**config.mk**
```make
export PLATFORM = sky130hd
export DESIGN_NAME = regbank_wlock
export DESIGN_NICKNAME = d
export VERILOG_FILES = /design/src/rtl/wlock_pkg.sv /design/src/rtl/wlock_ctrl.sv /design/src/rtl/wlock_decode.sv /design/src/rtl/wlock_rdmux.sv /design/src/rtl/regbank_wlock.sv
export SDC_FILE = /design/constraint.sdc
export NUM_CORES = 1
export LEC_CHECK = 0
export ABC_AREA = 1
export BUFFER_PORTS_ARGS = -buffer_cell sky130_fd_sc_hd__buf_2
export CAP_MARGIN = 20
export CORE_AREA = 2 2 196 198
export CTS_CLUSTER_SIZE = 30
export DETAILED_ROUTE_END_ITERATION = 10
export DIE_AREA = 0 0 198 200
export GPL_ROUTABILITY_DRIVEN = 0
export PLACE_DENSITY = 0.4
export SLEW_MARGIN = 20
export SYNTH_ARGS = -nofsm -noshare
export SYNTH_HDL_FRONTEND = slang
export SYNTH_SLANG_ARGS = --single-unit
export TNS_END_PERCENT = 30
```
**constraint.sdc**
```tcl
create_clock -name clk -period 1.92 [get_ports clk]
set_input_delay 0.192 -clock clk [delete_from_list [all_inputs] [get_ports clk]]
set_output_delay 0.192 -clock clk [all_outputs]
set_load 0.01 [all_outputs]
```
**src/rtl/wlock_pkg.sv**
```systemverilog
package wlock_pkg;
  localparam int WORD_W = 32;
  localparam logic [23:0] ACCESS_KEY = 24'h00A5A5;

  // Upper 24 bits of a control word must carry the key
  function automatic logic key_ok(input logic [WORD_W-1:0] w);
    return w[WORD_W-1:8] == ACCESS_KEY;
  endfunction

  // Readback word of the control register
  function automatic logic [WORD_W-1:0] ctl_word(input logic open);
    return {{(WORD_W-1){1'b0}}, open};
  endfunction
endpackage

```
**src/rtl/wlock_ctrl.sv**
```systemverilog
module wlock_ctrl (
  input  logic clk,
  input  logic rst_n,
  input  logic key_write,
  input  logic key_bit,
  output logic unlocked_q
);
  always_ff @(posedge clk or negedge rst_n) begin
    if (!rst_n)         unlocked_q <= 1'b0;
    else if (key_write) unlocked_q <= key_bit;
  end

  // the lock state only moves on a key-qualified control write
  assert_lock_moves_on_key_R4: assert property (@(posedge clk) disable iff (!rst_n)
    (unlocked_q != $past(unlocked_q)) |-> $past(key_write));
  // a key write with bit 0 set opens the bank
  assert_unlock_R2: assert property (@(posedge clk) disable iff (!rst_n)
    (key_write && key_bit) |=> unlocked_q);
  // a key write with bit 0 clear closes the bank
  assert_relock_R3: assert property (@(posedge clk) disable iff (!rst_n)
    (key_write && !key_bit) |=> !unlocked_q);
endmodule

```
**src/rtl/wlock_decode.sv**
```systemverilog
module wlock_decode #(
  parameter int NREGS  = 12,
  parameter int ADDR_W = 4
) (
  input  logic              clk,
  input  logic              rst_n,
  input  logic              we,
  input  logic [ADDR_W-1:0] addr,
  input  logic [31:0]       wdata,
  input  logic              unlocked,
  output logic [NREGS-1:0]  wstrb_q,
  output logic [31:0]       wdata_q
);
  logic [NREGS-1:0] hit;

  // Offset 0 is the control register and never gets a bank strobe
  assign hit[0] = 1'b0;
  for (genvar k = 1; k < NREGS; k++) begin : g_hit
    assign hit[k] = we && unlocked && (addr == ADDR_W'(k));
  end

  always_ff @(posedge clk or negedge rst_n) begin
    if (!rst_n) begin
      wstrb_q <= '0;
      wdata_q <= '0;
    end else begin
      wstrb_q <= hit;
      if (we) wdata_q <= wdata;
    end
  end

  // nothing reaches the bank while locked
  assert_locked_drop_R6: assert property (@(posedge clk) disable iff (!rst_n)
    (we && !unlocked) |=> (wstrb_q == '0));
  // a strobe is never wider than one register
  assert_one_strobe_R5: assert property (@(posedge clk) disable iff (!rst_n)
    $onehot0(wstrb_q));
  // a strobe lasts one cycle unless a new write follows
  assert_strobe_pulse_R5: assert property (@(posedge clk) disable iff (!rst_n)
    ((wstrb_q != '0) && !we) |=> (wstrb_q == '0));
  // control writes are not forwarded
  assert_no_ctl_fwd_R10: assert property (@(posedge clk) disable iff (!rst_n)
    (we && addr == '0) |=> (wstrb_q == '0));
endmodule

```
**src/rtl/wlock_rdmux.sv**
```systemverilog
module wlock_rdmux
  import wlock_pkg::*;
#(
  parameter int NREGS  = 12,
  parameter int ADDR_W = 4
) (
  input  logic                  clk,
  input  logic                  rst_n,
  input  logic [ADDR_W-1:0]     addr,
  input  logic                  unlocked,
  input  logic [NREGS*32-1:0]   bank_in,
  output logic [31:0]           rdata_q
);
  logic [31:0] slot [NREGS];
  logic [31:0] rd_next;

  for (genvar k = 0; k < NREGS; k++) begin : g_slot
    if (k == 0) begin : g_ctl
      assign slot[k] = ctl_word(unlocked);
    end else begin : g_bank
      assign slot[k] = bank_in[k*32 +: 32];
    end
  end

  always_comb begin
    rd_next = '0;
    for (int k = 0; k < NREGS; k++)
      if (addr == ADDR_W'(k)) rd_next = slot[k];
  end

  always_ff @(posedge clk or negedge rst_n) begin
    if (!rst_n) rdata_q <= '0;
    else        rdata_q <= rd_next;
  end

  // control readback carries only the lock bit
  assert_ctl_read_R8: assert property (@(posedge clk) disable iff (!rst_n)
    (addr == '0) |=> (rdata_q == {31'b0, $past(unlocked)}));
  // unmapped offsets read as zero
  assert_unmapped_read_R7: assert property (@(posedge clk) disable iff (!rst_n)
    (addr >= ADDR_W'(NREGS)) |=> (rdata_q == '0));
endmodule

```
**src/rtl/regbank_wlock.sv**
```systemverilog
module regbank_wlock
  import wlock_pkg::*;
#(
  parameter int NREGS  = 12,
  parameter int ADDR_W = 4
) (
  input  logic                clk,
  input  logic                rst_n,
  input  logic [ADDR_W-1:0]   bus_addr,
  input  logic [31:0]         bus_wdata,
  input  logic                bus_we,
  output logic [31:0]         bus_rdata,
  input  logic [NREGS*32-1:0] bank_rdata,
  output logic [NREGS-1:0]    bank_wstrb,
  output logic [31:0]         bank_wdata,
  output logic                unlocked
);
  localparam int SPAN = 1 << ADDR_W;

  initial begin
    if (NREGS < 2 || NREGS > SPAN)
      $error("regbank_wlock: NREGS must lie in 2..2**ADDR_W");
  end

  // Named events for the lock controller
  logic ctl_sel;
  logic key_write;

  assign ctl_sel   = bus_we && (bus_addr == '0);
  assign key_write = ctl_sel && key_ok(bus_wdata);

  wlock_ctrl u_ctrl (
    .clk       (clk),
    .rst_n     (rst_n),
    .key_write (key_write),
    .key_bit   (bus_wdata[0]),
    .unlocked_q(unlocked)
  );

  wlock_decode #(.NREGS(NREGS), .ADDR_W(ADDR_W)) u_dec (
    .clk     (clk),
    .rst_n   (rst_n),
    .we      (bus_we),
    .addr    (bus_addr),
    .wdata   (bus_wdata),
    .unlocked(unlocked),
    .wstrb_q (bank_wstrb),
    .wdata_q (bank_wdata)
  );

  wlock_rdmux #(.NREGS(NREGS), .ADDR_W(ADDR_W)) u_rd (
    .clk     (clk),
    .rst_n   (rst_n),
    .addr    (bus_addr),
    .unlocked(unlocked),
    .bank_in (bank_rdata),
    .rdata_q (bus_rdata)
  );

  // a wrong key at offset 0 leaves the lock as it was
  assert_bad_key_ignored_R4: assert property (@(posedge clk) disable iff (!rst_n)
    (ctl_sel && !key_ok(bus_wdata)) |=> $stable(unlocked));
  // the control slot strobe never rises
  assert_ctl_strobe_low_R10: assert property (@(posedge clk) disable iff (!rst_n)
    !bank_wstrb[0]);
endmodule

```
After elaboration in Yosys (flattened, before gate mapping) --
Cells that the tools add are included. W data, S select, Z words.
Storage, ports and cells: register bits after elaboration 76, bits in latches 0, memory bits (writable) 0, memory bits (read-only) 0, word-level logic and storage cells 43, memories kept 0
Operators by class: $add $sub $neg 0, $mul 0, div/mod/pow operators 0, order comparisons 0, equal/unequal tests 12, shift-type cells 0, mux-type cells 12, bitwise gates (word level) 0, reduce and logical (&&, ||, !) cells 15
Operator list (count):
- $mux W32 | 11
- $eq A24 B16 Y1 const B | 1
- $eq A4 B3 Y1 const B | 4
- $eq A4 B4 Y1 const B | 4
- $logic_and A1 B1 Y1 | 14
- $eq A4 B2 Y1 const B | 2
- $eq A4 B1 Y1 const B | 1
- $logic_not A4 Y1 | 1
- $mux W1 | 1

Depth between registers and ports, before layout --
Gate-level depths: netlist of the first run.
depth after elaboration 13, mapped depth 10, gate-level depth less buffers 10

By module --
A second synthesis of the first run with hierarchy kept.
Unflattened totals: cell total of the unflattened synthesis 912, area total of the unflattened synthesis 5566.6 um^2
By module, submodules not included:
- wlock_rdmux | instances 1, cells an instance 692, area an instance 3709.8 um^2, sequential area each 800.8 um^2
- wlock_decode | instances 1, cells an instance 177, area an instance 1669.1 um^2, sequential area each 1076.0 um^2
- regbank_wlock | instances 1, cells an instance 38, area an instance 147.6 um^2, sequential area each 0.0 um^2
- wlock_ctrl | instances 1, cells an instance 5, area an instance 40.0 um^2, sequential area each 25.0 um^2

Least setup slack after synthesis of the first run --
OpenSTA, ideal clock, no wires.
path kind input to register, start point input bus_addr[3], end point register u_rd.rdata_q[0], setup time 0.124 ns, data arrival time 1.079 ns, required time 1.796 ns, path slack 0.717 ns, stages 8, path buffers 0, cells stage by stage inv_2 -> nor2_1 -> inv_1 -> nor2_2 -> inv_1 -> or2_2 -> nand2_1 -> nand3_1
On the way: word-level cells in the longest chain between the ends 13, elaborated cells between the ends (all ways) 24, those cells by class 11 x eq/ne; 12 x mux; 1 x reduce/logical
RTL lines:
- from (decl) | line regbank_wlock.sv:9 | input logic [ADDR_W-1:0] bus_addr,
- $logic_not A4 Y1 | line wlock_rdmux.sv:28 | if (addr == ADDR_W'(k)) rd_next = slot[k];
- $mux W1 | line wlock_rdmux.sv:28
- $mux W32 (10 in a row) | line wlock_rdmux.sv:28
- $mux W32 (*) | line wlock_rdmux.sv:28
- named net u_rd.rd_next[0] | line wlock_rdmux.sv:15 | logic [31:0] rd_next;
- to (signal assigned) | line wlock_rdmux.sv:33 | else rdata_q <= rd_next;
- to (decl) | line wlock_rdmux.sv:12 | output logic [31:0] rdata_q
The timed path passes the listed nets; every way through them passes the cells marked *. A chain may end at the register's enable or synchronous reset.

Final worst setup path of the first run --
start point input bus_addr[3], end point register u_rd.rdata_q[27]
On the way: word-level cells in the longest chain between the ends 12, elaborated cells between the ends (all ways) 22, those cells by class 11 x eq/ne; 11 x mux
RTL lines (line):
- $eq A4 B1 Y1 | wlock_rdmux.sv:28
- $mux W32 (10 in a row) | wlock_rdmux.sv:28
- $mux W32 (*) | wlock_rdmux.sv:28
- named net u_rd.rd_next[27] | wlock_rdmux.sv:15
Marked as above.

==> impl_metrics.json, run 1 <==
{
  "status": "finished, final reports clean",
  "path_class": "in -> reg",
  "ctsHoldBuffers": 1,
  "synth_cell_types": 22,
  "dr.pass1.iters": 4,
  "maxCapViolCount": 0,
  "core-area_sq_mm": 0.0374,
  "nets": 1692,
  "drt_iter0_drc": 256,
  "post_cts_buffers": 0,
  "grt_max_degree": 45,
  "ios": 500,
  "ctsResizeCount": 0,
  "met3_usage_pct": 4.12,
  "ctsLongestPathBuffers": 2,
  "ir_drop_v": 0.000225,
  "portBuffers": 466,
  "setup_slack_ps": 254,
  "yosysTopAreaCellShare_pct": 37.3,
  "diodes": 0,
  "cp_max_fo": 25,
  "r2r_cells": 2,
  "path_clk_slew_ps": 80,
  "leakage_nw": 4.59,
  "rsz0062_at_grt": "no",
  "clk_latency_ps": 370,
  "critPathLaunchType": "input port",
  "drive_gt1_share_pct": 44.1,
  "relSlewSlack_pct": 32.6,
  "fin_cells": 1784,
  "clock.fmax_ghz": 0.600,
  "dp.cells": 1768,
  "crit_required_ps": 2220,
  "dieArea_sq_mm": 0.0396,
  "clkSinkCount": 76,
  "grt_most_used_layer": "met2",
  "num_vias": 7121,
  "die_x_um": 198,
  "area_growth_pct": 68.8,
  "wl_per_cell_um": 17.4,
  "period_needed_ps": 1670,
  "period_share_pct": 86.8,
  "htreeDepth": 3,
  "avgSynthCellArea_sq_um": 6.41,
  "end_kind": "flip-flop",
  "grt.overflow.total": 0,
  "antenna_found_initial": 4,
  "clock_tree.root_cell": "clkbuf_16",
  "wirelength_um": 31100,
  "globalRouteMet2Util_pct": 26.0,
  "grt_pass1_vias": 7198,
  "yosys.area.top_type": "dfrtp_1",
  "synth_area_leaders": "dfrtp_1 37%, nand2_1 22%, nor2_1 9.9%",
  "crit_chain": "buf_2, inv_2, nand2_1, nor2_4, buf_4, nand2_1, nand4_1, nor2_1, nand4_1, nand2_1, nand3_1",
  "cp.depth": 11,
  "cp_top_family": "simple AND/OR/NAND/NOR gates",
  "cts_buffers": 9,
  "cp.buffers_inverters": 3,
  "use_met1_pct": 17.5,
  "cpPeakStageDelay_ps": 730,
  "min_path_cells": 3,
  "grt_pass1_wl_um": 43000,
  "drcViolationCount": 0,
  "hpwl_um": 24700,
  "holdCritPathClass": "in -> reg",
  "hold_violations": 0,
  "cts_tree": "yes",
  "worst_pin_slew_ps": 1010,
  "slew_viol_final": 0,
  "syn-num-nets": 1218,
  "grt_use_total_pct": 15.0,
  "slowest_stage": "nor2_4",
  "viasPerCell": 3.99,
  "die_h_um": 200,
  "synth_area_sq_mm": 0.00510,
  "rows": 71,
  "synth-seq-cells": 76,
  "finClkSkew_ps": 9.92,
  "p_total_mw": 4.95,
  "synth_cells": 795,
  "ys_warn_count": 0,
  "cp_data_arrival_time_ps": 1970,
  "finalSetupViolations": 0,
  "dp_slack_ps": -145,
  "crit_top_cell": "nand2_1",
  "drtAntennaViolNets": 0,
  "ys_seq_area_share_pct": 37.3,
  "power_density_mw_per_mm2": 575,
  "start_util_pct": 13.6
}
[per-stage QoR]
stage	hold WS (ps)	util (%)	TNS [ps]	area, sq um
after CTS	14.5	23.0	0	8610
after global placement	196	22.2	-1130	8300
final	42.5	23.0	0	8610
after detailed placement	198	22.2	-1810	8300
after global routing	32.4	23.0	0	8610
after floorplan	-104	-	0	5100
[power breakdown]
part / leakage (nW) / internal [mW] / switching [mW]
Combinational: 3.51 / 0.594 / 0.663
Sequential: 0.936 / 1.75 / 0.0566
Clock: 0.141 / 1.04 / 0.843
[cells by family (layout without fill, tap and decap cells)]
| logic type | Yosys count | count (layout) | share of synthesized area (%) |
|---|---|---|---|
| compound gates | 21 | 21 | 2.06 |
| buf+inv | 113 | 591 | 8.83 |
| flops | 76 | 76 | 37.3 |
| mux | 22 | 22 | 4.86 |
| other cells | 1 | 1 | 0.0735 |
| simple gates | 562 | 562 | 46.9 |
[synthesized netlist by cell type (all sizes together)]
| cell type | number |
|---|---|
| nor2 | 140 |
| buf | 17 |
| nand3 | 36 |
| a21oi | 19 |
| mux2 | 22 |
| nor3 | 7 |
| or2 | 10 |
| dfrtp | 76 |
| conb | 1 |
| o21ai | 2 |
| clkbuf | 20 |
| nand4 | 66 |
| nand2 | 300 |
| clkinv | 1 |
| nor4 | 3 |
| inv | 75 |
[registers in the layout, indices dropped and copies added, names as in the netlist]
register and cells:
u_dec.wdata_q 32, u_rd.rdata_q 32, u_dec.wstrb_q 11, u_ctrl.unlocked_q 1
[layout make-up]
type,count,area [sq um]
sequential,76,1900
multi-input combinational,606,2800
tap,511,639
clock buffer,10,239
inverter,76,285
fill,4303,28800
timing repair buffer,500,2680
clock inverter,5,62.6
[final timing paths]
| kind | from | end | slack (ps) |
|---|---|---|---|
| max in group asynchronous | rst_n | u_dec.wdata_q[15] | 900 |
| min in group asynchronous | rst_n | u_dec.wdata_q[18] | 340 |
| setup / recovery | bus_addr[3] | u_rd.rdata_q[27] | 250 |
| hold / removal | bank_rdata[375] | u_rd.rdata_q[23] | 40 |
| setup reg to reg | u_ctrl.unlocked_q | u_dec.wstrb_q[1] | 760 |
| hold reg to reg | u_dec.wdata_q[3] | u_dec.wdata_q[3] | 500 |
[worst register-to-register path, cell delays in order, from the launching register on]
cell and delay (ps):
dfrtp_1 400, nand2_1 340, nor3_1 320
[placed cells by master, fill, tap and decap left out, types with 7 or more instances in the layout]
master / netlist / layout
nand4_1: 66 / 66
or2_2: 8 / 8
nand2_1: 297 / 296
nor2_1: 135 / 130
mux2_2: 22 / 22
nor2_4: 2 / 10
nor3_1: 7 / 7
buf_12: 0 / 7
dfrtp_1: 76 / 76
buf_4: 2 / 27
clkbuf_16: 0 / 9
nand3_1: 36 / 36
buf_2: 15 / 465
inv_1: 71 / 71
a21oi_1: 19 / 19
[routing by layer]
layer / part of all wire, % / vias to the layer above
li1: - / 3464
met1: 41 / 3229
met2: 48 / 354
met3: 8.2 / 66
met4: 2.7 / 8
met5: 0.15 / -
Note: power is estimated with default switching activity, not from simulation.
==> run 2, diff against run 1 <==
--- a/config.mk
+++ b/config.mk
@@ -8,12 +8,15 @@
 export ABC_AREA = 1
 export BUFFER_PORTS_ARGS = -buffer_cell sky130_fd_sc_hd__buf_2
 export CAP_MARGIN = 20
-export CORE_AREA = 2 2 196 198
+export CELL_PAD_IN_SITES_DETAIL_PLACEMENT = 0
+export CELL_PAD_IN_SITES_GLOBAL_PLACEMENT = 2
+export CORE_AREA = 2 2 193 195
+export CTS_BUF_LIST = sky130_fd_sc_hd__clkbuf_4
 export CTS_CLUSTER_SIZE = 30
 export DETAILED_ROUTE_END_ITERATION = 10
-export DIE_AREA = 0 0 198 200
+export DIE_AREA = 0 0 195 197
 export GPL_ROUTABILITY_DRIVEN = 0
-export PLACE_DENSITY = 0.4
+export PLACE_DENSITY = 0.74
 export SLEW_MARGIN = 20
 export SYNTH_ARGS = -nofsm -noshare
 export SYNTH_HDL_FRONTEND = slang
==> run 2 against run 1 <==
Against the previous run:
- wire length grew 4.4%
- combinational power is 20% higher
- cell count increased by 5.9%
- critical path type unchanged
- largest power group is now registers
==> impl_metrics.json, run 2 (synthesis gave the netlist of run 1 again) <==
{
  "finClkSkew_ps": 10.2,
  "relSlewSlack_pct": 28.4,
  "min_path_cells": 5,
  "ctsResizeCount": 0,
  "drtAntennaViolNets": 0,
  "drcViolationCount": 0,
  "slowest_stage": "nor2_4",
  "cpPeakStageDelay_ps": 860,
  "hold_violations": 0,
  "worst_pin_slew_ps": 1070,
  "cp_data_arrival_time_ps": 2010,
  "slew_viol_final": 0,
  "clock_tree.root_cell": "clkbuf_4",
  "path_clk_slew_ps": 160,
  "die_x_um": 195,
  "mostFrequentLayoutCells": "465 x buf_2, 297 x nand2_1, 151 x dlygate4sd3_1",
  "r2r_slack_ps": 740,
  "clkSinkCount": 76,
  "fin_hold_ws_ps": 58.5,
  "holdCritPathClass": "in -> reg",
  "die_h_um": 197,
  "final_common_cell": "buf_2",
  "cp_max_fo": 31,
  "grt_max_degree": 42,
  "dieArea_sq_mm": 0.0384,
  "hpwl_um": 24900,
  "p_total_mw": 4.46,
  "fin_cells": 1889,
  "dp.cells": 1720,
  "critPathLaunchType": "input port",
  "maxCapViolCount": 0,
  "largest_registers": "u_dec.wdata_q (32), u_rd.rdata_q (32), u_dec.wstrb_q (11)",
  "post_cts_buffers": 0,
  "grt_pass1_wl_um": 46300,
  "ctsLongestPathBuffers": 2,
  "viasPerCell": 3.97,
  "power_density_mw_per_mm2": 450,
  "status": "finished, final reports clean",
  "core-area_sq_mm": 0.0363,
  "ctsHoldBuffers": 151,
  "ir_drop_v": 0.000218,
  "r2r_cells": 3,
  "drive_gt1_share_pct": 39.3,
  "crit_required_ps": 2330,
  "clk_latency_ps": 470,
  "drt_iter0_drc": 263,
  "area_growth_pct": 94.3,
  "grt_use_total_pct": 16.2,
  "path_class": "in -> reg",
  "period_share_pct": 83.0,
  "finalSetupViolations": 0,
  "dr.pass1.iters": 6,
  "clock.fmax_ghz": 0.628,
  "period_needed_ps": 1590,
  "cts_tree": "yes",
  "leakage_nw": 5.14,
  "htreeDepth": 3,
  "wl_per_cell_um": 17.2,
  "antenna_found_initial": 3,
  "grt_pass1_vias": 7723,
  "rows": 70,
  "grt.overflow.total": 0,
  "nets": 1838,
  "num_vias": 7492,
  "end_kind": "flip-flop",
  "portBuffers": 466,
  "ios": 500,
  "rsz0062_at_grt": "no",
  "crit_chain": "buf_2, inv_2, nand2_1, nor2_4, nand2_1, nand3_1, nor2_1, nand4_1, nor2_1, nand4_1",
  "start_util_pct": 14.1,
  "wirelength_um": 32500,
  "cts_buffers": 9
}
==> run 2: cell types whose count changed in the layout (fill, tap and decap cells not counted) <==
cell and change:
dlygate4sd3_1 +150, clkbuf_4 +10, clkbuf_16 -9, buf_4 -6, buf_12 +1, buf_16 +1, clkbuf_8 -1, clkinv_4 +1
clkinvlp_4 -1, diode_2 +1, inv_6 +1, nand2_1 +1, nand2_2 -1
==> run 2: final cells by class <==
class,count,area (sq um)
antenna,1,2.50
clock buffer,10,75.1
clock inverter,6,72.6
fill,4107,26400
inverter,76,285
multi-input combinational,606,2800
sequential,76,1900
tap,468,586
timing repair buffer,646,4180
==> run 2: stage by stage <==
stage | setup slack [ps] | setup TNS [ps] | cell area, sq um | util, %
CTS | 307 | 0 | 9880 | 27.2
global route | 234 | 0 | 9910 | 27.3
global placement | -264 | -4990 | 8220 | 22.7
detailed placement | -229 | -4870 | 8220 | 22.7
floorplan | 717 | 0 | 5100 | -
finish | 327 | 0 | 9910 | 27.3
==> run 2: final timing paths <==
check	from	endpoint
min reg2reg	u_dec.wdata_q[2]	u_dec.wdata_q[2]
max	bus_addr[3]	u_rd.rdata_q[2]
min	bank_rdata[238]	u_rd.rdata_q[14]
max reg2reg	u_ctrl.unlocked_q	u_dec.wstrb_q[4]
min in group asynchronous	rst_n	u_dec.wdata_q[18]
max in group asynchronous	rst_n	u_rd.rdata_q[22]
==> run 2: worst max-delay path: cells and delay by family <==
kind	cells	cell delay (ps)
buffers and inverters	2	160
AND/OR/NAND/NOR	8	1630
==> run 2: power by group <==
group,switching [mW],leakage [nW],total [mW],internal (mW)
clock network,0.722,0.0772,1.15,0.423
logic,0.715,4.13,1.51,0.792
registers,0.0573,0.936,1.81,1.75
total,1.49,5.14,4.46,2.97
==> run 2: metal layers <==
metal | GRT usage (%) | vias to the layer above | wire [um]
met5 | 0 | - | 16
met4 | 4.81 | 2 | 607
met3 | 2.93 | 33 | 1820
met2 | 29.0 | 311 | 16300
met1 | 19.7 | 3395 | 13700
li1 | - | 3751 | -
==> run 3, diff against run 2 <==
==> constraint.sdc (replaced) <==
create_clock -name clk -period 1.6 [get_ports clk]
set_input_delay 0.16 -clock clk [delete_from_list [all_inputs] [get_ports clk]]
set_output_delay 0.16 -clock clk [all_outputs]
set_load 0.01 [all_outputs]
==> run 3 against run 2 <==
Against the previous run:
- die area is the same
- global-route usage is essentially flat
- cell count is 0.26% lower
- critical path depth up 1
==> impl_metrics.json, run 3 (synthesis gave the netlist of run 1 again) <==
{
  "cp.depth": 11,
  "p_total_mw": 5.54,
  "slowest_stage": "dlygate4sd3_1",
  "path_clk_slew_ps": 160,
  "drtAntennaViolNets": 0,
  "cp_top_family": "buffers and inverters",
  "finalSetupViolations": 0,
  "clkSinkCount": 76,
  "ir_drop_v": 0.000289,
  "drcViolationCount": 0,
  "r2r_slack_ps": 420,
  "nFillCells": 4109,
  "hpwl_um": 25300,
  "slew_viol_final": 0,
  "r2r-end": "u_dec.wdata_q[11]",
  "drive_gt1_share_pct": 41.6,
  "ios": 500,
  "use_met1_pct": 19.7,
  "holdCritPathClass": "in -> reg",
  "r2r_cells": 3,
  "ctsLongestPathBuffers": 2,
  "final_common_cell": "buf_2",
  "cp_data_arrival_time_ps": 1950,
  "r2r_start": "u_dec.wdata_q[11]",
  "finClkSkew_ps": 22.6,
  "wl_per_cell_um": 17.0,
  "globalRouteMet2Util_pct": 28.9,
  "start_util_pct": 14.1,
  "clock_tree.root_cell": "clkbuf_4",
  "antenna_found_initial": 4,
  "die_h_um": 197,
  "crit_required_ps": 1980,
  "endpoint": "u_rd.rdata_q[13]",
  "dp_slack_ps": -170,
  "grt_pass1_vias": 7697,
  "period_needed_ps": 1570,
  "num_vias": 7411,
  "grt.overflow.total": 0,
  "area_growth_pct": 94.5,
  "wirelength_um": 32000,
  "end_kind": "flip-flop",
  "grt_most_used_layer": "met2",
  "fin_hold_ws_ps": 1.27,
  "cp.buffers_inverters": 6,
  "nets": 1830,
  "maxCapViolCount": 0,
  "largest_registers": "u_dec.wdata_q (32), u_rd.rdata_q (32), u_dec.wstrb_q (11)",
  "portBuffers": 466,
  "path_class": "in -> reg",
  "met3_usage_pct": 3.13,
  "grt_max_degree": 32,
  "mostFrequentLayoutCells": "466 x buf_2, 295 x nand2_1, 128 x nor2_1",
  "grt_use_total_pct": 16.2,
  "clock.fmax_ghz": 0.637,
  "utilization_pct": 27.4,
  "die_x_um": 195,
  "dr.pass1.iters": 4,
  "cts_buffers": 9,
  "htreeDepth": 3,
  "period_share_pct": 98.2,
  "crit_chain": "buf_2, inv_2, nand2_2, buf_4, nor2_4, clkinvlp_4, buf_12, or2_2, nand2_1, nand3_1, dlygate4sd3_1",
  "cp-startpoint": "bus_addr[1]",
  "grt_pass1_wl_um": 45900,
  "clk_latency_ps": 480,
  "cpPeakStageDelay_ps": 550,
  "dieArea_sq_mm": 0.0384,
  "power_density_mw_per_mm2": 559,
  "viasPerCell": 3.93,
  "setup_slack_ps": 29.2,
  "cts_tree": "yes",
  "hold_violations": 0,
  "critPathLaunchType": "input port",
  "status": "finished, final reports clean",
  "drt_iter0_drc": 273,
  "rsz0062_at_grt": "yes",
  "leakage_nw": 5.19,
  "core-area_sq_mm": 0.0363,
  "cp_max_fo": 5,
  "rows": 70
}
run 3: cell count changes in the layout (fill, tap and decap cells not counted), sizes merged, moves of 2 or more:
cell | before | now
buf | 495 | 517
diode | 1 | 4
dlygate4sd3 | 151 | 121
clkinvlp | 1 | 3
run 3: how the worst min path moves through the flow:
| stage | depth (start not counted) | startpoint | slack, ps | to |
|---|---|---|---|---|
| after floorplan | 0 | rst_n | -140 | u_ctrl.unlocked_q |
| after global placement | 1 | rst_n | 150 | u_dec.wdata_q[18] |
| after detailed placement | 1 | rst_n | 150 | u_dec.wdata_q[24] |
| after CTS | 5 | bank_rdata[283] | 0.5 | u_rd.rdata_q[27] |
| after global routing | 5 | bank_rdata[227] | 30 | u_rd.rdata_q[3] |
| final | 5 | bank_rdata[262] | 1 | u_rd.rdata_q[6] |
run 3: power breakdown:
part / switching [mW] / internal [mW]
Clock: 0.865 / 0.641
Sequential: 0.0666 / 2.10
Combinational: 0.864 / 1.00
run 3: layout make-up:
type	count	area, sq um	share of cell area, %
Tap cell	468	586	5.90
Multi-Input combinational cell	606	2820	28.4
Sequential cell	76	1900	19.2
Clock buffer	9	67.6	0.681
Inverter	76	293	2.95
Clock inverter	7	98.8	0.997
Timing Repair Buffer	638	4150	41.8
Antenna cell	4	10.0	0.101
run 3: worst min-delay path, stage by stage:
cell,delay [ps]
buf_2,70
inv_1,30
nor2_1,80
nor2_1,60
nand4_1,60
run 3: routing by layer:
layer | up-vias | wire (um)
met1 | 3363 | 13600
met5 | - | 31
met3 | 33 | 1960
met2 | 273 | 15900
li1 | 3738 | -
met4 | 4 | 520
run 3: timing repair:
item,CTS,global route
endpoints found under the hold margin,143,2
resized for setup,0,10
setup endpoints to repair,0,21
hold buffers,119,4
buffers inserted,0,6
run 3: through the flow:
stage	std cells	setup TNS, ps	cell area (sq um)
2_1_floorplan	795	0	5100
3_3_place_gp	1737	-314	8430
3_5_place_dp	1737	-425	8430
4_1_cts	1872	0	9790
5_1_grt	1882	-39.3	9910
6_report	1884	0	9920
